<file path="config.mk">
export PLATFORM = sky130hd
export DESIGN_NAME = bidir_port
export DESIGN_NICKNAME = d
export VERILOG_FILES = /design/src/rtl/bidir_port_pkg.sv /design/src/rtl/bport_decode.sv /design/src/rtl/bport_regs.sv /design/src/rtl/bport_sync.sv /design/src/rtl/bport_pad_ctl.sv /design/src/rtl/bidir_port.sv
export SDC_FILE = /design/constraint.sdc
export NUM_CORES = 1
export LEC_CHECK = 0
export BUFFER_PORTS_ARGS = -buffer_cell sky130_fd_sc_hd__buf_2
export CAP_MARGIN = 20
export CORE_MARGIN = 1.5
export CORE_UTILIZATION = 30
export DETAILED_ROUTE_END_ITERATION = 12
export GPL_TIMING_DRIVEN = 1
export PLACE_DENSITY_LB_ADDON = 0.1
export REMOVE_ABC_BUFFERS = 1
export SYNTH_ARGS = -nofsm -noshare
export SYNTH_HDL_FRONTEND = slang
export SYNTH_HIERARCHICAL = 1
export SYNTH_SLANG_ARGS = --single-unit
</file>
<file path="constraint.sdc">
create_clock -name clk -period 1.98 [get_ports clk]
set_input_delay 0.396 -clock clk [delete_from_list [all_inputs] [get_ports clk]]
set_output_delay 0.396 -clock clk [all_outputs]
set_load 0.05 [all_outputs]
</file>
<file path="src/rtl/bidir_port_pkg.sv">
package bidir_port_pkg;
  typedef enum logic [1:0] {
    SEL_NONE,
    SEL_DATA,
    SEL_DIR,
    SEL_PDI
  } reg_sel_e;
endpackage

</file>
<file path="src/rtl/bport_decode.sv">
module bport_decode
  import bidir_port_pkg::*;
#(
  parameter int AW = 5,
  parameter logic [AW-1:0] A_DATA = 'h00,
  parameter logic [AW-1:0] A_DIR  = 'h04,
  parameter logic [AW-1:0] A_PDI  = 'h10
) (
  input  logic [AW-1:0] addr,
  output reg_sel_e      sel
);
  always_comb begin
    if (addr == A_DATA)     sel = SEL_DATA;
    else if (addr == A_DIR) sel = SEL_DIR;
    else if (addr == A_PDI) sel = SEL_PDI;
    else                    sel = SEL_NONE;
  end
endmodule

</file>
<file path="src/rtl/bport_regs.sv">
module bport_regs
  import bidir_port_pkg::*;
#(
  parameter int W = 8
) (
  input  logic         clk,
  input  logic         rst_n,
  input  logic         cfg_pd_off,
  input  logic         wr,
  input  reg_sel_e     sel,
  input  logic [W-1:0] wdata,
  output logic [W-1:0] lat_q,
  output logic [W-1:0] dir_q,
  output logic [W-1:0] pdi_q
);
  always_ff @(posedge clk) begin
    if (!rst_n) begin
      lat_q <= '0;
      dir_q <= '0;
      pdi_q <= {W{cfg_pd_off}};
    end else if (wr) begin
      unique case (sel)
        SEL_DATA: lat_q <= wdata;
        SEL_DIR:  dir_q <= wdata;
        SEL_PDI:  pdi_q <= wdata;
        default:  ;
      endcase
    end
  end

  // a direction write lands at the strobe edge
  p_dir_write_r1: assert property (@(posedge clk) disable iff (!rst_n)
    (wr && sel == SEL_DIR) |=> dir_q == $past(wdata));

  // a data write loads the latch regardless of direction
  p_lat_write_r3: assert property (@(posedge clk) disable iff (!rst_n)
    (wr && sel == SEL_DATA) |=> lat_q == $past(wdata));

  // an unmapped write leaves every register unchanged
  p_ignore_r8: assert property (@(posedge clk) disable iff (!rst_n)
    (wr && sel == SEL_NONE) |=>
      (lat_q == $past(lat_q) && dir_q == $past(dir_q) && pdi_q == $past(pdi_q)));

  // on leaving reset the inhibit mask follows the strap
  p_reset_pdi_r7: assert property (@(posedge clk) disable iff (!rst_n)
    !$past(rst_n) |-> (pdi_q == {W{$past(cfg_pd_off)}} && dir_q == '0));
endmodule

</file>
<file path="src/rtl/bport_sync.sv">
module bport_sync #(
  parameter int W      = 8,
  parameter int STAGES = 2
) (
  input  logic         clk,
  input  logic         rst_n,
  input  logic [W-1:0] din,
  output logic [W-1:0] dout
);
  localparam int AGE_W = $clog2(STAGES + 1);

  logic [W-1:0] stage_q [STAGES];

  always_ff @(posedge clk) begin
    if (!rst_n) stage_q[0] <= '0;
    else        stage_q[0] <= din;
  end

  for (genvar k = 1; k < STAGES; k++) begin : g_stage
    always_ff @(posedge clk) begin
      if (!rst_n) stage_q[k] <= '0;
      else        stage_q[k] <= stage_q[k-1];
    end
  end

  assign dout = stage_q[STAGES-1];

  // Cycles since reset, saturating, so the latency check only looks at real samples
  logic [AGE_W-1:0] age_q;
  always_ff @(posedge clk) begin
    if (!rst_n)                         age_q <= '0;
    else if (age_q != AGE_W'(STAGES))   age_q <= age_q + 1'b1;
  end

  if (STAGES == 2) begin : g_chk2
    // a pin level reaches the read path exactly two edges later
    p_sync_delay_r4: assert property (@(posedge clk) disable iff (!rst_n)
      (age_q == AGE_W'(STAGES)) |-> dout == $past(din, 2));
  end
endmodule

</file>
<file path="src/rtl/bport_pad_ctl.sv">
module bport_pad_ctl
  import bidir_port_pkg::*;
#(
  parameter int W = 8
) (
  input  logic         clk,
  input  logic         rst_n,
  input  reg_sel_e     sel,
  input  logic [W-1:0] lat_q,
  input  logic [W-1:0] dir_q,
  input  logic [W-1:0] pdi_q,
  input  logic [W-1:0] pin_sync,
  output logic [W-1:0] pd_en,
  output logic [W-1:0] rdata
);
  logic [W-1:0] data_view;

  for (genvar i = 0; i < W; i++) begin : g_pin
    assign pd_en[i]     = ~dir_q[i] & ~pdi_q[i];
    assign data_view[i] = dir_q[i] ? lat_q[i] : pin_sync[i];
  end

  always_comb begin
    unique case (sel)
      SEL_DATA: rdata = data_view;
      SEL_DIR:  rdata = dir_q;
      default:  rdata = '0;
    endcase
  end

  // the inhibit mask never reads back
  p_pdi_rd_zero_r6: assert property (@(posedge clk) disable iff (!rst_n)
    (sel == SEL_PDI) |-> rdata == '0);

  // unmapped addresses read as zero
  p_rd_none_r8: assert property (@(posedge clk) disable iff (!rst_n)
    (sel == SEL_NONE) |-> rdata == '0);
endmodule

</file>
<file path="src/rtl/bidir_port.sv">
module bidir_port
  import bidir_port_pkg::*;
#(
  parameter int W           = 8,
  parameter int AW          = 5,
  parameter int SYNC_STAGES = 2,
  parameter logic [AW-1:0] A_DATA = 'h00,
  parameter logic [AW-1:0] A_DIR  = 'h04,
  parameter logic [AW-1:0] A_PDI  = 'h10
) (
  input  logic          clk,
  input  logic          rst_n,
  input  logic          cfg_pd_off,
  input  logic [AW-1:0] bus_addr,
  input  logic          bus_wr,
  input  logic [W-1:0]  bus_wdata,
  output logic [W-1:0]  bus_rdata,
  input  logic [W-1:0]  pin_in,
  output logic [W-1:0]  pin_oe,
  output logic [W-1:0]  pin_out,
  output logic [W-1:0]  pin_pd_en
);
  reg_sel_e     sel;
  logic [W-1:0] lat_q, dir_q, pdi_q, pin_sync;

  bport_decode #(.AW(AW), .A_DATA(A_DATA), .A_DIR(A_DIR), .A_PDI(A_PDI)) u_dec (
    .addr (bus_addr),
    .sel  (sel)
  );

  bport_regs #(.W(W)) u_regs (
    .clk        (clk),
    .rst_n      (rst_n),
    .cfg_pd_off (cfg_pd_off),
    .wr         (bus_wr),
    .sel        (sel),
    .wdata      (bus_wdata),
    .lat_q      (lat_q),
    .dir_q      (dir_q),
    .pdi_q      (pdi_q)
  );

  bport_sync #(.W(W), .STAGES(SYNC_STAGES)) u_sync (
    .clk   (clk),
    .rst_n (rst_n),
    .din   (pin_in),
    .dout  (pin_sync)
  );

  bport_pad_ctl #(.W(W)) u_pad (
    .clk      (clk),
    .rst_n    (rst_n),
    .sel      (sel),
    .lat_q    (lat_q),
    .dir_q    (dir_q),
    .pdi_q    (pdi_q),
    .pin_sync (pin_sync),
    .pd_en    (pin_pd_en),
    .rdata    (bus_rdata)
  );

  assign pin_oe  = dir_q;
  assign pin_out = lat_q;

  // no pin drives and pulls down at the same time
  p_no_pd_on_out_r5: assert property (@(posedge clk) disable iff (!rst_n)
    (pin_oe & pin_pd_en) == '0);
endmodule

</file>
# After elaboration in Yosys (flattened, before gate mapping)
# Memories as Yosys holds them, arrays and structs flattened.
# Cells that the tools add are included.
[classes]
bitwise = 26
mux = 19
n_eq_ne = 7
reduce_logical = 4
[ops]
columns = ["op", "count"]
rows = [
  ["8-bit two-way mux", 5],
  ["1-bit inverter", 16],
  ["8-bit case mux with 2 select lines", 1],
  ["1-bit two-way mux", 10],
  ["1-bit AND", 8],
  ["2-bit two-way mux", 3],
  ["2-bit AND reduction", 3],
  ["5-bit by 3-bit == test with 1-bit output, second input constant", 1],
  ["5-bit == test, second input constant", 1],
  ["5-bit zero test", 1],
  ["2-bit == test, second input constant", 2],
  ["2-bit by 1-bit != test with 1-bit output, second input constant", 2],
  ["2-bit by 1-bit == test with 1-bit output, second input constant", 1],
  ["1-bit OR", 2],
]
[totals]
regBits = 24
wordCells = 60
output_inout_bits = 32
mem_bits_rw = 16
input_bits = 25
n_memories = 1
[mem_list]
columns = ["name", "words", "width", "read_ports", "rd_clocked_by_memory_dff", "wr", "line_no", "text"]
rows = [
  ["u_sync.stage_q", 2, 8, 2, 0, 2, "bport_sync.sv:12", "logic [W-1:0] stage_q [STAGES];"],
]

# Depth between registers and ports, before layout
[logic_depth]
word_depth = 8
ltp_mapped = 6
mapped_depth_nobuf = 6

# Hierarchy
# Netlist, hierarchy kept.
[by_module_without_submodules]
columns = ["mod", "seq_area_each_um2", "area_per_inst_um2", "cells_each", "n_inst"]
rows = [
  ["bport_regs", 560.5, 920.9, 83, 1],
  ["bport_sync", 320.3, 446.7, 33, 1],
  ["bport_pad_ctl", 0.0, 232.7, 33, 1],
  ["bport_decode", 0.0, 27.5, 3, 1],
]

# Least setup slack after synthesis
# No wires, ideal clock.
[synth_timing]
kind = "input-to-output"
from = "in bus_addr[1]"
to = "out bus_rdata[4]"
path_slack_ps = -952
path_stages = 4
required_time_ps = 1584
path_buffers = 0
t_arrival_ps = 2536
path_cell_list = "nor4_1 inv_1 ha_1 a311oi_1"
[synth_between]
elab_chain_len = 6
word_cells_on_any_way = 9
classes_between = "eq/ne: 4; mux: 4; reduce/logical: 1"
[synth_rtl]
columns = ["item", "line_no", "text"]
rows = [
  ["start, declared", "bidir_port.sv:14", "input logic [AW-1:0] bus_addr,"],
  ["5-bit == test", "bport_decode.sv:15", "else if (addr == A_PDI) sel = SEL_PDI;"],
  ["2-bit two-way mux", "bport_decode.sv:15", ""],
  ["2-bit two-way mux", "bport_decode.sv:14", "else if (addr == A_DIR) sel = SEL_DIR;"],
  ["2-bit two-way mux (*)", "bport_decode.sv:13", "if (addr == A_DATA) sel = SEL_DATA;"],
  ["2-bit == test / 2-bit by 1-bit == test with 1-bit output (equally long branches)", "bport_pad_ctl.sv:24", "unique case (sel)"],
  ["8-bit case mux with 2 select lines (*)", "bport_pad_ctl.sv:24", ""],
  ["end, declared", "bidir_port.sv:17", "output logic [W-1:0] bus_rdata,"],
]
# Every way passes the cells marked *; elsewhere a longest branch is shown, timed or not.

# Final worst setup path
[layout_timing]
from = "in bus_addr[2]"
to = "out bus_rdata[5]"
[layout_between]
elab_chain_len = 6
word_cells_on_any_way = 9
classes_between = "eq/ne: 4; mux: 4; reduce/logical: 1"
[layout_rtl]
columns = ["item", "line_no", "text"]
rows = [
  ["5-bit == test", "bport_decode.sv:15", ""],
  ["2-bit two-way mux", "bport_decode.sv:15", ""],
  ["2-bit two-way mux", "bport_decode.sv:14", ""],
  ["2-bit two-way mux (*)", "bport_decode.sv:13", ""],
  ["net sel[1]", "bidir_port.sv:23", "reg_sel_e sel;"],
  ["2-bit == test / 2-bit by 1-bit == test with 1-bit output (equally long branches)", "bport_pad_ctl.sv:24", ""],
  ["8-bit case mux with 2 select lines (*)", "bport_pad_ctl.sv:24", ""],
]
# The timed path passes the listed nets; every way through them passes the cells marked *.

==> Flow_metrics.wiki <==
{| class="wikitable"
! Metric !! Value
|-
| FP Rows || 26
|-
| Synth Area per Inst || 10.71 um2
|-
| Count of antenna-violating nets left after detailed routing || 0
|-
| Max-slew violation count || 0
|-
| Post-detailed-route wirelength per cell || 13.12 um
|-
| Relative slew margins || 75.55%
|-
| Maxcap violations || 0
|-
| Hold/Removal Path Class || in2reg
|-
| Total Die Area || 5877 um2
|-
| Required time of the critical path || 1.58 ns
|-
| Fraction of layout instances using a drive strength above 1 || 47.09%
|-
| Register area share after synthesis || 54.11%
|-
| Height of the die || 76.66 um
|-
| Number of CTS-inserted buffers || 5
|-
| Gp weighted congestion || 0.7634
|-
| Layout Area Growth over Synthesis || 45.43%
|-
| Routed via count || 1271
|-
| Wire length of the first global-routing pass || 6120 um
|-
| Final worst path period need || 2.181 ns
|-
| Kind of end point of the critical path || output pin
|-
| PortBufs || 56
|-
| Initial antenna violation count || 0
|-
| Standard cell with the maximum stage delay on the critical path || sky130_fd_sc_hd__ha_4
|-
| Antenna diodes || 0
|-
| Iteration-0 DRC count of the detailed router || 40
|-
| Overall power after layout || 1607 uW
|-
| Tcrit/Tclk final || 110.2%
|-
| Global-route usage over all layers || 13.42%
|-
| Total of warnings raised by yosys || 6
|-
| Proportion of register bits with asynchronous set or reset after synthesis || 0%
|-
| Fin worst setup slack || -0.2013 ns
|-
| TritonCTS clock tree || yes
|-
| Combined area of all synthesized cells || 1628 um2
|-
| Power Density || 678.9 nW/um2
|-
| Total half-perimeter wirelength after legalization and detailed placement || 2676 um
|-
| Cts-stage hold buffer count || 0
|-
| Num ports || 57
|-
| Flip-flop cell with the highest count after synthesis || sky130_fd_sc_hd__dfxtp_1
|-
| Clock transition at the register clock pins on the worst setup and hold paths after CTS || 0.07 ns
|-
| Initial Utilization || 31.47%
|-
| Final Non-Filler Cells || 293
|-
| CP Cell Sequence || buf_8 -> xnor2_2 -> nor4_2 -> buf_4 -> ha_4 -> nor2b_4 -> buf_12 -> o2bb2ai_4 -> buf_6
|-
| Synthesized flop and latch total || 40
|-
| Pin count of the biggest net entering global routing || 24
|-
| Worst-case vdd ir drop || 420.4 uV
|-
| Setup Crit Path Kind || in2out
|-
| Vias in the first global route || 1241
|-
| Net count of the finished layout || 249
|-
| Leakage power total || 0.001106 uW
|-
| Number of synthesized flops with an enable pin || 8
|-
| Via-to-Cell Ratio || 4.338
|-
| Finished Core Util || 45.77%
|-
| CP Max Fanout || 7
|-
| Clk_lat worst skew || 0.28 ns
|-
| Clock skew || 0.0007188 ns
|-
| Unrepaired setup endpoints after global routing || true
|-
| Post-route DRC violation count || 0
|-
| Sinks on the clock net || 40
|-
| Number of library cell types mapped by synthesis || 23
|-
| Final design area excluding fillers || 2367 um2
|-
| Overall routed net length || 3843 um
|-
| Pin slew with the least headroom to its limit || 0.3667 ns
|-
| Final count of hold timing violations || 0
|-
| Proportion of netlist area held by the largest area contributor || 39.35%
|-
| Placement-stage cell area || 2027 um2
|-
| Combined buffer and inverter count along the critical path || 4
|-
| Total of fill cells in the finished design || 494
|-
| Status || finished with violations
|-
| Synthesized instance count || 152
|-
| # H-tree levels || 2
|-
| Arr. time, crit path || 1.79 ns
|-
| Horizontal die dimension || 76.66 um
|-
| Core Area || 5172 um2
|-
| Worst-case clock buffer depth || 2
|-
| Critical path launch point type || input pin
|-
| Failing checks || setup timing
|-
| Synth top area cells || sky130_fd_sc_hd__dfxtp_1 39%, sky130_fd_sc_hd__edfxtp_1 15%, sky130_fd_sc_hd__mux2i_1 14%
|-
| Finish-stage setup viols || 8
|-
| Delay-heaviest family, CP || buffers and inverters
|-
| Number of detailed-routing iterations run before antenna repair || 3
|-
| Total congestion overflow || 0
|-
| Most frequent cells after synthesis || 34 x sky130_fd_sc_hd__nand2_1, 32 x sky130_fd_sc_hd__dfxtp_1, 23 x sky130_fd_sc_hd__mux2i_1
|-
| Achievable frequency || 458.4 MHz
|-
| Root buffer cell || sky130_fd_sc_hd__clkbuf_8
|-
| Most used standard cell by instance count after synthesis || sky130_fd_sc_hd__nand2_1
|-
| Final worst hold slack || 0.3333 ns
|-
| Stage delay of the slowest cell on the critical path || 0.21 ns
|-
| Cell total after placement || 283
|-
| Largest area contributor in the netlist || sky130_fd_sc_hd__dfxtp_1
|}
kinds of logic (layout without fill, tap and decap cells):
family,after synthesis,in the layout,synth area share (%)
compound gates,9,9,4.612
xor+xnor,1,1,0.5381
fa+ha+maj,2,2,1.537
buf+inv,11,82,4.765
flops,40,40,54.11
mux,23,23,14.14
simple gates,66,66,20.29
per-layer routing:
metal / track usage (%) / share of wire, %
met5: 0 / 0
met4: 4.444 / 0.65
met3: 4.048 / 4.5
met2: 21.77 / 47
met1: 16.94 / 48
final cells by class:
type                            count  area, um2  area share, %
Timing Repair Buffer               71      488.0          20.61
Multi-Input combinational cell    101      819.5          34.62
Tap cell                           70      87.58          3.700
Inverter                            3      11.26         0.4757
Sequential cell                    40      880.8          37.21
Clock buffer                        7      76.32          3.224
Clock inverter                      1      3.754         0.1586
stage by stage:
stage / setup slack [ns] / setup TNS, ns
final: -0.2013 / -1.547
after CTS: -0.1945 / -1.506
after global placement: -0.5328 / -3.863
after global routing: -0.2429 / -1.919
after detailed placement: -0.5953 / -4.442
after floorplan: -0.9518 / -6.125
placed cells by master, fill, tap and decap left out, drive strengths merged, types with 3 or more instances in the layout:
| cell | count |
|---|---|
| nand2 | 34 |
| nor2 | 8 |
| dfxtp | 32 |
| buf | 71 |
| edfxtp | 8 |
| and2 | 16 |
| clkbuf | 7 |
| inv | 3 |
| mux2i | 23 |
| o2bb2ai | 7 |
registers in the layout (all words and copies together) (netlist names):
| signal | count |
|---|---|
| u_regs/lat_q | 8 |
| u_sync/stage_q | 16 |
| u_regs/pdi_q | 8 |
| u_regs/dir_q | 8 |
power by group:
group / switching (uW) / internal, uW
sequential: 13.1 / 868
combinational: 146 / 83.6
clock: 252 / 245
repair_timing:
item,in CTS,in global routing
resized for setup,45,6
endpoints found under the setup margin,8,8
pin swaps,5,4
setup buffers,2,0
final timing paths:
check | from | to | slack, ns | cells after the start
hold reg to reg | u_sync/stage_q[0][3]$_SDFF_PN0_ | u_sync/stage_q[1][3]$_SDFF_PN0_ | 0.43 | 1
setup / recovery | bus_addr[2] | bus_rdata[5] | -0.20 | 9
hold / removal | pin_in[6] | u_sync/stage_q[0][6]$_SDFF_PN0_ | 0.33 | 2
setup reg to reg | u_regs/dir_q[6]$_SDFFE_PN0P_ | u_regs/dir_q[6]$_SDFFE_PN0P_ | 1.20 | 2
Power figures use the tool's default switching activity.
